File: src/rtl/sts12_rx_oh_pkg.sv
package sts12_rx_oh_pkg;

  // Advance the 1 + x^6 + x^7 generator by eight outputs.
  // Result: {next_state[6:0], key_byte[7:0]}, key MSB first.
  function automatic logic [14:0] scr_advance(input logic [6:0] s_in);
    logic [6:0] s;
    logic [7:0] k;
    s = s_in;
    k = '0;
    for (int i = 0; i < 8; i++) begin
      k[7-i] = s[6];
      s      = {s[5:0], s[6] ^ s[5]};
    end
    return {s, k};
  endfunction

  function automatic logic [3:0] ones8(input logic [7:0] v);
    logic [3:0] n;
    n = '0;
    for (int i = 0; i < 8; i++) n = n + {3'b000, v[i]};
    return n;
  endfunction

endpackage

File: src/rtl/sts12_rx_oh_timing.sv
module sts12_rx_oh_timing #(
  parameter int COLS    = 1080,
  parameter int ROWS    = 9,
  parameter int OH_COLS = 36
) (
  input  logic clk,
  input  logic rst_n,
  input  logic fp_in,
  output logic frame_start,
  output logic fixed_oh,
  output logic scr_seed,
  output logic at_b1
);
  localparam int CW = $clog2(COLS);
  localparam int RW = (ROWS > 1) ? $clog2(ROWS) : 1;
  localparam logic [CW-1:0] COL_LAST = CW'(COLS - 1);
  localparam logic [RW-1:0] ROW_LAST = RW'(ROWS - 1);
  localparam logic [CW-1:0] OH_C     = CW'(OH_COLS);

  logic [CW-1:0] col_q, col_d, cur_col;
  logic [RW-1:0] row_q, row_d, cur_row;

  always_comb begin
    cur_col = fp_in ? '0 : col_q;
    cur_row = fp_in ? '0 : row_q;
    if (cur_col == COL_LAST) begin
      col_d = '0;
      row_d = (cur_row == ROW_LAST) ? '0 : cur_row + 1'b1;
    end else begin
      col_d = cur_col + 1'b1;
      row_d = cur_row;
    end
  end

  always_ff @(posedge clk or negedge rst_n) begin
    if (!rst_n) begin
      col_q <= '0;
      row_q <= '0;
    end else begin
      col_q <= col_d;
      row_q <= row_d;
    end
  end

  assign frame_start = (cur_row == '0) && (cur_col == '0);
  assign fixed_oh    = (cur_row == '0) && (cur_col < OH_C);
  assign scr_seed    = (cur_row == '0) && (cur_col == OH_C);
  assign at_b1       = (cur_row == RW'(1)) && (cur_col == '0);

  p_col_range_r2: assert property (@(posedge clk) disable iff (!rst_n)
    (col_q <= COL_LAST) && (row_q <= ROW_LAST));
  p_fp_restart_r2: assert property (@(posedge clk) disable iff (!rst_n)
    fp_in |=> (col_q == CW'(1)) && (row_q == '0));

endmodule

File: src/rtl/sts12_rx_oh_descr.sv
module sts12_rx_oh_descr
  import sts12_rx_oh_pkg::*;
(
  input  logic       clk,
  input  logic       rst_n,
  input  logic [7:0] raw,
  input  logic       bypass,
  input  logic       seed,
  input  logic       enable,
  output logic [7:0] plain
);
  logic [6:0]  st_q, st_d;
  logic [14:0] adv;

  always_comb begin
    adv  = scr_advance(seed ? 7'h7F : st_q);
    st_d = st_q;
    if (!bypass) st_d = adv[14:8];
    plain = (enable && !bypass) ? (raw ^ adv[7:0]) : raw;
  end

  always_ff @(posedge clk or negedge rst_n) begin
    if (!rst_n) st_q <= 7'h7F;
    else        st_q <= st_d;
  end

  p_state_live_r4: assert property (@(posedge clk) disable iff (!rst_n)
    st_q != 7'h00);

endmodule

File: src/rtl/sts12_rx_oh_bip.sv
module sts12_rx_oh_bip
  import sts12_rx_oh_pkg::*;
#(
  parameter int CNT_W = 16
) (
  input  logic             clk,
  input  logic             rst_n,
  input  logic [7:0]       raw,
  input  logic [7:0]       plain,
  input  logic             fp_in,
  input  logic             frame_start,
  input  logic             at_b1,
  output logic [CNT_W-1:0] err_cnt
);
  localparam logic [CNT_W:0] CNT_MAX = {1'b0, {CNT_W{1'b1}}};

  logic [7:0]       acc_q, acc_d, bip_q, bip_d;
  logic             seen_q, seen_d, valid_q, valid_d;
  logic [CNT_W-1:0] cnt_q, cnt_d;
  logic [CNT_W:0]   sum;
  logic             chk;

  always_comb begin
    acc_d   = frame_start ? raw : (acc_q ^ raw);
    bip_d   = frame_start ? acc_q : bip_q;
    valid_d = frame_start ? seen_q : valid_q;
    seen_d  = seen_q | fp_in;
    chk     = at_b1 && valid_q;
    sum     = {1'b0, cnt_q} + (CNT_W+1)'(ones8(plain ^ bip_q));
    cnt_d   = cnt_q;
    if (chk) cnt_d = (sum > CNT_MAX) ? CNT_MAX[CNT_W-1:0] : sum[CNT_W-1:0];
  end

  always_ff @(posedge clk or negedge rst_n) begin
    if (!rst_n) begin
      acc_q   <= '0;
      bip_q   <= '0;
      seen_q  <= 1'b0;
      valid_q <= 1'b0;
      cnt_q   <= '0;
    end else begin
      acc_q   <= acc_d;
      bip_q   <= bip_d;
      seen_q  <= seen_d;
      valid_q <= valid_d;
      cnt_q   <= cnt_d;
    end
  end

  assign err_cnt = cnt_q;

  p_cnt_hold_r6: assert property (@(posedge clk) disable iff (!rst_n)
    !chk |=> $stable(cnt_q));
  p_cnt_step_r6: assert property (@(posedge clk) disable iff (!rst_n)
    chk |=> ({1'b0, cnt_q} - {1'b0, $past(cnt_q)}) <= (CNT_W+1)'(8));
  p_cnt_mono_r7: assert property (@(posedge clk) disable iff (!rst_n)
    cnt_q >= $past(cnt_q));

endmodule

File: src/rtl/sts12_rx_oh.sv
module sts12_rx_oh #(
  parameter int COLS    = 1080,
  parameter int ROWS    = 9,
  parameter int OH_COLS = 36,
  parameter int CNT_W   = 16
) (
  input  logic             clk,
  input  logic             rst_n,
  input  logic [7:0]       din,
  input  logic             fp_in,
  input  logic             oof_in,
  input  logic             descr_en,
  input  logic             ais_force,
  input  logic             ais_oof_en,
  output logic [7:0]       dout,
  output logic             fp_out,
  output logic             par_out,
  output logic [CNT_W-1:0] b1_err_cnt
);
  logic       rs_q1, rs_q2;
  logic       frame_start, fixed_oh, scr_seed, at_b1;
  logic [7:0] plain, dout_d, dout_q;
  logic       par_d, par_q, fp_q, ais_on;

  // Reset asserts at once, releases after two clock edges.
  always_ff @(posedge clk or negedge rst_n) begin
    if (!rst_n) begin
      rs_q1 <= 1'b0;
      rs_q2 <= 1'b0;
    end else begin
      rs_q1 <= 1'b1;
      rs_q2 <= rs_q1;
    end
  end

  sts12_rx_oh_timing #(.COLS(COLS), .ROWS(ROWS), .OH_COLS(OH_COLS)) u_timing (
    .clk(clk), .rst_n(rs_q2), .fp_in(fp_in),
    .frame_start(frame_start), .fixed_oh(fixed_oh),
    .scr_seed(scr_seed), .at_b1(at_b1));

  sts12_rx_oh_descr u_descr (
    .clk(clk), .rst_n(rs_q2), .raw(din), .bypass(fixed_oh),
    .seed(scr_seed), .enable(descr_en), .plain(plain));

  sts12_rx_oh_bip #(.CNT_W(CNT_W)) u_bip (
    .clk(clk), .rst_n(rs_q2), .raw(din), .plain(plain), .fp_in(fp_in),
    .frame_start(frame_start), .at_b1(at_b1), .err_cnt(b1_err_cnt));

  always_comb begin
    ais_on = ais_force | (ais_oof_en & oof_in);
    dout_d = ais_on ? 8'hFF : plain;
    par_d  = ^dout_d;
  end

  always_ff @(posedge clk or negedge rs_q2) begin
    if (!rs_q2) begin
      dout_q <= '0;
      par_q  <= 1'b0;
      fp_q   <= 1'b0;
    end else begin
      dout_q <= dout_d;
      par_q  <= par_d;
      fp_q   <= fp_in;
    end
  end

  assign dout    = dout_q;
  assign par_out = par_q;
  assign fp_out  = fp_q;

  p_fp_fwd_r1: assert property (@(posedge clk) disable iff (!rs_q2)
    fp_in |=> fp_out);
  p_ais_force_r8: assert property (@(posedge clk) disable iff (!rs_q2)
    ais_force |=> (dout == 8'hFF) && !par_out);
  p_ais_oof_r9: assert property (@(posedge clk) disable iff (!rs_q2)
    (ais_oof_en && oof_in) |=> (dout == 8'hFF));
  p_oh_bypass_r3: assert property (@(posedge clk) disable iff (!rs_q2)
    (fixed_oh && !ais_force && !(ais_oof_en && oof_in)) |=> (dout == $past(din)));

endmodule

File: config.mk
export PLATFORM = sky130hd
export DESIGN_NAME = sts12_rx_oh
export DESIGN_NICKNAME = d
export VERILOG_FILES = /design/src/rtl/sts12_rx_oh_pkg.sv /design/src/rtl/sts12_rx_oh_timing.sv /design/src/rtl/sts12_rx_oh_descr.sv /design/src/rtl/sts12_rx_oh_bip.sv /design/src/rtl/sts12_rx_oh.sv
export SDC_FILE = /design/constraint.sdc
export NUM_CORES = 1
export LEC_CHECK = 0
export ABC_AREA = 1
export BUFFER_PORTS_ARGS = -buffer_cell sky130_fd_sc_hd__buf_2
export CELL_PAD_IN_SITES_DETAIL_PLACEMENT = 0
export CELL_PAD_IN_SITES_GLOBAL_PLACEMENT = 2
export CORE_MARGIN = 2
export CORE_UTILIZATION = 38
export DETAILED_ROUTE_END_ITERATION = 8
export PLACE_DENSITY_LB_ADDON = 0.1
export SETUP_SLACK_MARGIN = 0.1
export SYNTH_ARGS = -nofsm -noshare
export SYNTH_HDL_FRONTEND = slang
export SYNTH_SLANG_ARGS = --single-unit
File: constraint.sdc
create_clock -name clk -period 6.4 [get_ports clk]
set_clock_uncertainty 0.1 [all_clocks]
set_input_delay 0.32 -clock clk [delete_from_list [all_inputs] [get_ports clk]]
set_output_delay 0.32 -clock clk [all_outputs]
set_load 0.02 [all_outputs]
# --- Yosys cells after proc, flatten, opt, wreduce, memory -nomap -nowiden ---
# Index checks and enable logic that the tools add are counted.
word_totals:
  out_inout_bits: 26
  n_memories: 0
  mem_bits_ro: 0
  ramBits: 0
  latch_bits: 0
  regBits: 68
  wordCells: 63
op_classes:
  n_bitwise: 14
  n_mul: 0
  n_eq_ne: 4
  magnitude_cmp: 2
  div: 0
  reduce_logical: 10
  shifts: 0
  n_addsub: 10
  n_mux: 10
ops:
  columns: ["cell", "count"]
  rows:
  - ["$add 4x1->4", 6]
  - ["$mux 8", 3]
  - ["$xor 8x8->8", 3]
  - ["$mux 11", 2]
  - ["$add 16x4->17", 1]
  - ["$gt 17x16->1 const B", 1]
  - ["$mux 16", 1]
  - ["$mux 4", 3]
  - ["$add 11x1->11 const B", 1]
  - ["$eq 11x11->1 const B", 1]
  - ["$eq 11x6->1 const B", 1]
  - ["$logic_not 11->1", 1]
  - ["$lt 11x6->1 const B", 1]
  - ["$reduce_xor 8->1", 1]
  - ["$xor 1x1->1", 8]
  - ["$mux 7", 1]
  - ["$logic_and 1x1->1", 6]
  - ["$add 4x1->4 const B", 1]
  - ["$eq 4x1->1 const B", 1]
  - ["$eq 4x4->1 const B", 1]
  - ["$logic_not 4->1", 1]
  - ["$add 1x1->2", 1]
  - ["$or 1x1->1", 2]
  - ["$and 1x1->1", 1]
  - ["$logic_not 1->1", 1]

# --- Longest topological paths before layout ---
# Gate-level depths: netlist (run 1).
logic_depth:
  ltp_word: 18
  ltp_mapped: 33
  mapped_depth_nobuf: 33

# --- By module ---
# A second synthesis (run 1) with hierarchy kept.
hier_totals:
  cells_unflattened: 544
  hier_area_um2: 4374.2
modules_own_cells:
  columns: ["mod", "cells_per_inst", "area_each_um2", "instances", "seq_area_each_um2"]
  rows:
  - ["sts12_rx_oh_bip", 237, 2035.7, 1, 850.8]
  - ["sts12_rx_oh_timing", 158, 1171.1, 1, 375.4]
  - ["sts12_rx_oh_descr", 80, 588.1, 1, 183.9]
  - ["sts12_rx_oh", 69, 579.3, 1, 300.3]

# --- Least setup slack after synthesis (run 1) ---
# Ideal clock, no wire load.
synth_timing:
  path_kind: "input to register"
  startpoint: "in fp_in"
  endpoint: "reg u_bip.cnt_q[11], in the netlist u_bip.err_cnt[11]"
  slack_ps: 621
  setup_time_ps: 87
  stages: 29
  arrival_ps: 5592
  path_cell_list: "inv_2 buf_6 nand2_1 ha_1 nand3_1 nor2_1 nand2_4 nand3_1 nand2_2 nand2_1 nand2_1 nand2_1 xor2_1 ha_1 fa_1 inv_1 fa_1 fa_1 fa_1 fa_1 o21ai_0 nand2_1 nor3_1 nand2_1 nor2_1 inv_1 nor2_1 nor2_1 a22oi_1"
synth_via:
  elab_chain_len: 18
synth_rtl:
  columns: ["item", "line", "rtl"]
  rows:
  - ["from (decl)", "sts12_rx_oh.sv:10", "input logic fp_in,"]
  - ["parallel branches: the longest is 18 deep, another holds $lt 11x6->1", null, null]
  - ["to (signal assigned)", "sts12_rx_oh_bip.sv:46", "cnt_q <= cnt_d;"]
  - ["to (decl)", "sts12_rx_oh_bip.sv:19", "logic [CNT_W-1:0] cnt_q, cnt_d;"]
# Several ways; the timed one is not identified.
# A chain may end at the register's enable or synchronous reset.

# --- Final worst setup path (run 1) ---
layout_timing:
  startpoint: "reg u_timing.col_q[0]"
  endpoint: "reg u_bip.cnt_q[13], in the netlist u_bip.err_cnt[13]"
layout_via:
  elab_chain_len: 18
layout_rtl:
  columns: ["item", "line", "rtl"]
  rows:
  - ["from (decl)", "sts12_rx_oh_timing.sv:20", "logic [CW-1:0] col_q, col_d, cur_col;"]
  - ["from (signal assigned)", "sts12_rx_oh_timing.sv:40", "col_q <= col_d;"]
  - ["$mux 11 *", "sts12_rx_oh_timing.sv:24", "cur_col = fp_in ? '0 : col_q;"]
  - ["parallel branches: the longest is 17 deep, another holds $lt 11x6->1", null, null]
# Every way passes the cells marked *.

==> impl_metrics.toml, run 1 <==
[pwr]
power.leakage_uw = 0.00227
ir_drop_mv = 0.201
power.density_mw_per_mm2 = 321

[floorplan]
die_x_um = 105
die_height_um = 105
dieArea_mm2 = 0.0110
ios = 41
rows = 36
coreArea_mm2 = 0.00982
start_util_pct = 39.3

[worst_setup_path]
reg2reg_from = "u_timing.col_q[0]"
critPathCaptureType = "flip-flop"
cp_data_arrival_time_ns = 5.95
worstReg2RegEnd = "u_bip.err_cnt[13]"
critPathRequiredTime_ns = 6.52
worstSetupPathType = "reg -> reg"
critPathMaxFanout = 5
slowest_delay_ns = 0.54
slowest_stage = "fa_1"
ff2ff_path_depth = 32
cp-start-kind = "flip-flop"
reg2reg_setup_slack_ns = 0.57

[placement]
gp_congestion = 0.775
place_ws_ns = 0.0839
port-buffer-count = 40
place_inst = 632
dp_hpwl_mm = 6.00

[min_path]
hold_path.class = "reg -> async"

[logic_synthesis]
yosysTopAreaCell = "dfrtp_1"
ys_top_cells_by_area = "dfrtp_1 40%, nand2_1 8.7%, inv_1 6.2%"
syn_inst = 456
syn_nets = 488
synth_common_cells = "90 x nand2_1, 64 x inv_1, 61 x dfrtp_1"
ys_warn_count = 0
avgSynthCellArea_um2 = 8.47
synth_flop_cell = "dfrtp_1"
ys_types = 41
ys_ff_latch = 68
synth-edff-count = 0
synthArstFlopShare_pct = 100
synth.most_common_cell = "nand2_1"
seq_area_frac_synth_pct = 44.3
synth_top_area_share_pct = 39.5
syn_area_mm2 = 0.00386

[cts]
root_buffer = "clkbuf_8"
cts.path.max_buffers = 2
path_clk_slew_ns = 0.08
clock_latency_ns = 0.34
cts_tree = "done"
cts_buffers = 9
h-tree-depth = 3
cts_sinks = 68

[drt]
drt-pass1-iter-count = 4
vias = 3063
routedWlPerCell_um = 12.5
drc = 0
via_per_inst = 4.71
drt_wl_total_mm = 8.12
detail-route-antenna-nets = 0
drtIter0Drc = 66

[timing]
fin_crit_sh_pct = 91.0
relSlewSlack_pct = 32.6
tightest_slew_ns = 1.01
slew_violations = 0
hold_violations = 0
finalSetupTns_ns = 0
hold_slack_ns = 0.0599
min_period_ns = 5.83
finalSetupViolations = 0
max_freq_mhz = 172
worst_slack_ns = 0.575
rsz0062_at_grt = "no"

[grt]
track_usage_pct = 15.8
grt_pass1_wl_mm = 14.0
grt_overflow = 0
antenna_found_initial = 0
grt_pass1_vias = 2909
grt_max_degree = 54

[layout]
nNetsFinal = 545
diodes = 0
multi_input_area_mm2 = 0.00191
drive_gt1_share_pct = 24.9
stdcell_count = 651
area_delta_synth_final_pct = 16.7
n_fill_cell = 1019
regArea_mm2 = 0.00171

[status]
status = "completed"

[job]
maxCapViolCount = 0
[worst max path at each step]
| stage | end | start | slack (ns) | cells after the start |
|---|---|---|---|---|
| final | u_bip.err_cnt[13] | u_timing.col_q[0] | 0.57 | 32 |
| after global routing | u_bip.err_cnt[9] | u_timing.col_q[0] | 0.11 | 31 |
| after CTS | u_bip.err_cnt[11] | u_timing.col_q[0] | 0.27 | 29 |
| after detailed placement | u_bip.err_cnt[11] | fp_in | 0.08 | 29 |
| after global placement | u_bip.err_cnt[8] | fp_in | 0.21 | 29 |
| after floorplan | u_bip.err_cnt[11] | fp_in | 0.62 | 29 |
[through the flow]
step / total power [uW] / utilization, % / area (um^2)
2_1_floorplan: 982 / - / 3860
3_3_place_gp: 1090 / 43.4 / 4260
3_5_place_dp: 1110 / 43.4 / 4260
4_1_cts: 1420 / 45.1 / 4430
5_1_grt: 1590 / 45.9 / 4500
6_report: 1450 / 45.9 / 4500
[repair_timing]
item | 4_1_cts | 5_1_grt
hold buffers | 1 | 0
gates resized for setup | 0 | 16
buffers inserted | 0 | 2
endpoints found under the setup margin | 0 | 16
endpoints found under the hold margin | 2 | 0
[power by group]
part           internal (uW)  switching (uW)  leakage (uW)  total (uW)
Sequential               474            24.5      0.000806         498
Clock                    139             166     0.0000868         305
Combinational            297             347       0.00137         644
[layout by cell type (no fill, tap or decap), types with 21 or more instances in the layout]
master / count
nand2_1: 89
nand2_2: 21
dfrtp_1: 60
nand3_1: 35
o21ai_0: 21
inv_1: 64
buf_2: 40
xor2_1: 21
nor2_1: 28
[critical path: cells and delay by family (launching register included)]
kind | cells | cell delay [ns]
AOI/OAI and AO/OA | 3 | 0.39
adders and majority gates | 7 | 2.77
DFF | 1 | 0.33
buffers and inverters | 5 | 0.34
xor gates and xnor gates | 2 | 0.29
and+or+nand+nor | 15 | 1.48
[sequential cells by signal, indices dropped and copies added, names as in the netlist, 4 cells and up]
signal / cells
u_bip.bip_q: 8
u_descr.st_q: 7
u_timing.row_q: 4
u_timing.col_q: 11
dout: 8
u_bip.err_cnt: 16
u_bip.acc_q: 8
[area by class of cell]
| cell class | instances | area share (%) |
|---|---|---|
| tap | 133 | 3.69 |
| timing repair buffer | 53 | 6.67 |
| clock inverter | 5 | 0.639 |
| multi-input combinational | 313 | 42.4 |
| inverter | 68 | 5.67 |
| sequential | 68 | 38.0 |
| clock buffer | 11 | 2.92 |
[metal layers]
metal | part of all wire (%) | vias to the layer above | wire length [um] | GRT usage [%]
met2 | 44 | 63 | 3600 | 23.7
met3 | 4.4 | 5 | 354 | 4.05
met1 | 50 | 1430 | 4100 | 23.2
li1 | - | 1565 | - | -
met5 | 0 | - | 0 | 0
met4 | 0.84 | 0 | 68 | 3.14
[cells by family after synthesis]
family,after synthesis,share of synthesized area [%]
flops,68,44.3
mux,9,2.59
other cells,1,0.0971
simple gates,212,25.5
compound gates,45,6.74
xor+xnor,29,6.58
fa+ha+maj,17,6.48
buf+inv,75,7.74
Power figures use the tool's default switching activity.
==> inputs of run 2 (changes only) <==
--- a/config.mk
+++ b/config.mk
@@ -13,6 +13,7 @@
 export CORE_UTILIZATION = 38
 export DETAILED_ROUTE_END_ITERATION = 8
 export PLACE_DENSITY_LB_ADDON = 0.1
+export REMOVE_ABC_BUFFERS = 1
 export SETUP_SLACK_MARGIN = 0.1
 export SYNTH_ARGS = -nofsm -noshare
 export SYNTH_HDL_FRONTEND = slang
==> run 2 against run 1 <==
Effect of this change: register-to-register slack got worse by 0.02 ns; worst setup slack got worse by 0.017 ns; critical endpoint unchanged; wire length barely moved.
==> impl_metrics.toml, run 2 (synthesized netlist as in run 1, its figures left out) <==
[status]
status = "completed"

[cts]
cts_buffers = 9
path_clk_slew_ns = 0.08
cts_tree = "done"
cts_sinks = 68
h-tree-depth = 3
clock_latency_ns = 0.34
cts.path.max_buffers = 2
root_buffer = "clkbuf_8"

[worst_setup_path]
cp-start-kind = "flip-flop"
critPathRequiredTime_ns = 6.52
critical_path.most_common_cell = "nand3_1"
crit_end = "u_bip.err_cnt[13]"
cp_data_arrival_time_ns = 5.97
slowest_stage = "fa_1"
worstReg2RegEnd = "u_bip.err_cnt[13]"
startpoint = "u_timing.col_q[0]"
cp_num_cells = 31
worstSetupPathType = "reg -> reg"
critPathMaxFanout = 5
critPathCaptureType = "flip-flop"
crit_family = "adder cells"
ff2ff_path_depth = 31
slowest_delay_ns = 0.54
path_buf_inv = 4
reg2reg_setup_slack_ns = 0.56
reg2reg_from = "u_timing.col_q[0]"

[layout]
largest_reg_flops = 16
diodes = 0
nNetsFinal = 540
most-common-layout-cells = "89 x nand2_1, 64 x inv_1, 60 x dfrtp_1"
final_common_cell = "nand2_1"
area_delta_synth_final_pct = 16.4
finalInstanceArea_mm2 = 0.00450
drive_gt1_share_pct = 23.4
n_fill_cell = 1030

[job]
maxCapViolCount = 0

[grt]
grt_pass1_vias = 2975
grt_overflow = 0
antenna_found_initial = 0
grt_pass1_wl_mm = 14.1
grt_max_degree = 67
track_usage_pct = 15.9

[pwr]
power.density_mw_per_mm2 = 340
combPwrFrac_pct = 41.6
swShare_pct = 34.5
p_total_uw = 1530
power.internal_uw = 1000
power.switching_uw = 528
ir_drop_mv = 0.216
pwr-share-seq_pct = 32.5
power.leakage_uw = 0.00224
clockPowerShare_pct = 26.0

[floorplan]
die_x_um = 105
rows = 36
coreArea_mm2 = 0.00982
die_height_um = 105
dieArea_mm2 = 0.0110
start_util_pct = 39.3
ios = 41

[timing]
min_period_ns = 5.84
max_freq_mhz = 171
hold_violations = 0
slew_violations = 0
hold_slack_ns = 0.0439
finalSetupViolations = 0
finalSetupTns_ns = 0
rsz0062_at_grt = "no"
fin_crit_sh_pct = 91.3
tightest_slew_ns = 1.01
relSlewSlack_pct = 32.7

[drt]
drc = 0
drt-pass1-iter-count = 4
via_per_inst = 4.63
detail-route-antenna-nets = 0
routedWlPerCell_um = 12.6
drt_wl_total_mm = 8.13
vias = 2989
drtIter0Drc = 127

[min_path]
hold_path.class = "in -> reg"

[placement]
gp_congestion = 0.779
dp_hpwl_mm = 5.93
port-buffer-count = 40
placed_cell_area_mm2 = 0.00423
==> run 2: through the flow <==
| step | instances | setup slack, ns | utilization, % |
|---|---|---|---|
| 2_1_floorplan | 449 | 0.495 | - |
| 3_3_place_gp | 628 | 0.191 | 43.1 |
| 3_5_place_dp | 628 | 0.0698 | 43.1 |
| 4_1_cts | 645 | 0.226 | 45.4 |
| 5_1_grt | 646 | 0.128 | 45.8 |
| 6_report | 646 | 0.558 | 45.8 |
==> run 2: timing repair <==
action / CTS / global route
hold buffers: 1 / 0
gates resized for setup: 0 / 11
buffers inserted: 0 / 1
endpoints found under the setup margin: 0 / 16
hold endpoints to repair: 2 / 0
==> run 2: worst min path at each step <==
stage,slack (ns),cells after the start,startpoint,endpoint
CTS,0.03,1,fp_in,fp_out
global placement,0.005,1,rst_n,rs_q1
global route,0.04,1,fp_in,fp_out
detailed placement,0.007,1,rst_n,rs_q1
finish,0.04,1,fp_in,fp_out
floorplan,-0.08,0,rst_n,rs_q1
==> run 2: cell type report <==
type                       instances  area [um^2]  area share (%)
multi-input combinational        313         1880            41.9
sequential                        68         1710            38.1
timing repair buffer              48          263            5.84
inverter                          68          255            5.68
tap                              133          166            3.70
clock buffer                      12          145            3.23
clock inverter                     4         72.6            1.61
==> run 2: layer usage <==
metal	GRT usage [%]	wire length, um	vias to the layer above
met5	0	0	-
met4	5.62	89	0
met3	2.50	222	8
met2	23.2	3510	47
met1	23.8	4310	1376
li1	-	-	1558
==> run 2: worst register-to-register path, delay by kind of cell, from the launching register on <==
kind / cells / cell delay, ns
AOI/OAI and AO/OA: 2 / 0.31
xor gates and xnor gates: 2 / 0.30
adders and majority gates: 7 / 2.78
buffers and inverters: 4 / 0.23
DFF: 1 / 0.33
and+or+nand+nor: 16 / 1.67
==> run 2: power by group through the flow <==
stage / registers, uW / clock network (uW) / logic (uW)
finish: 497 / 397 / 636
global route: 502 / 428 / 738
CTS: 497 / 411 / 598
detailed placement: 505 / 0 / 594
global placement: 504 / 0 / 582
floorplan: 510 / 0 / 469
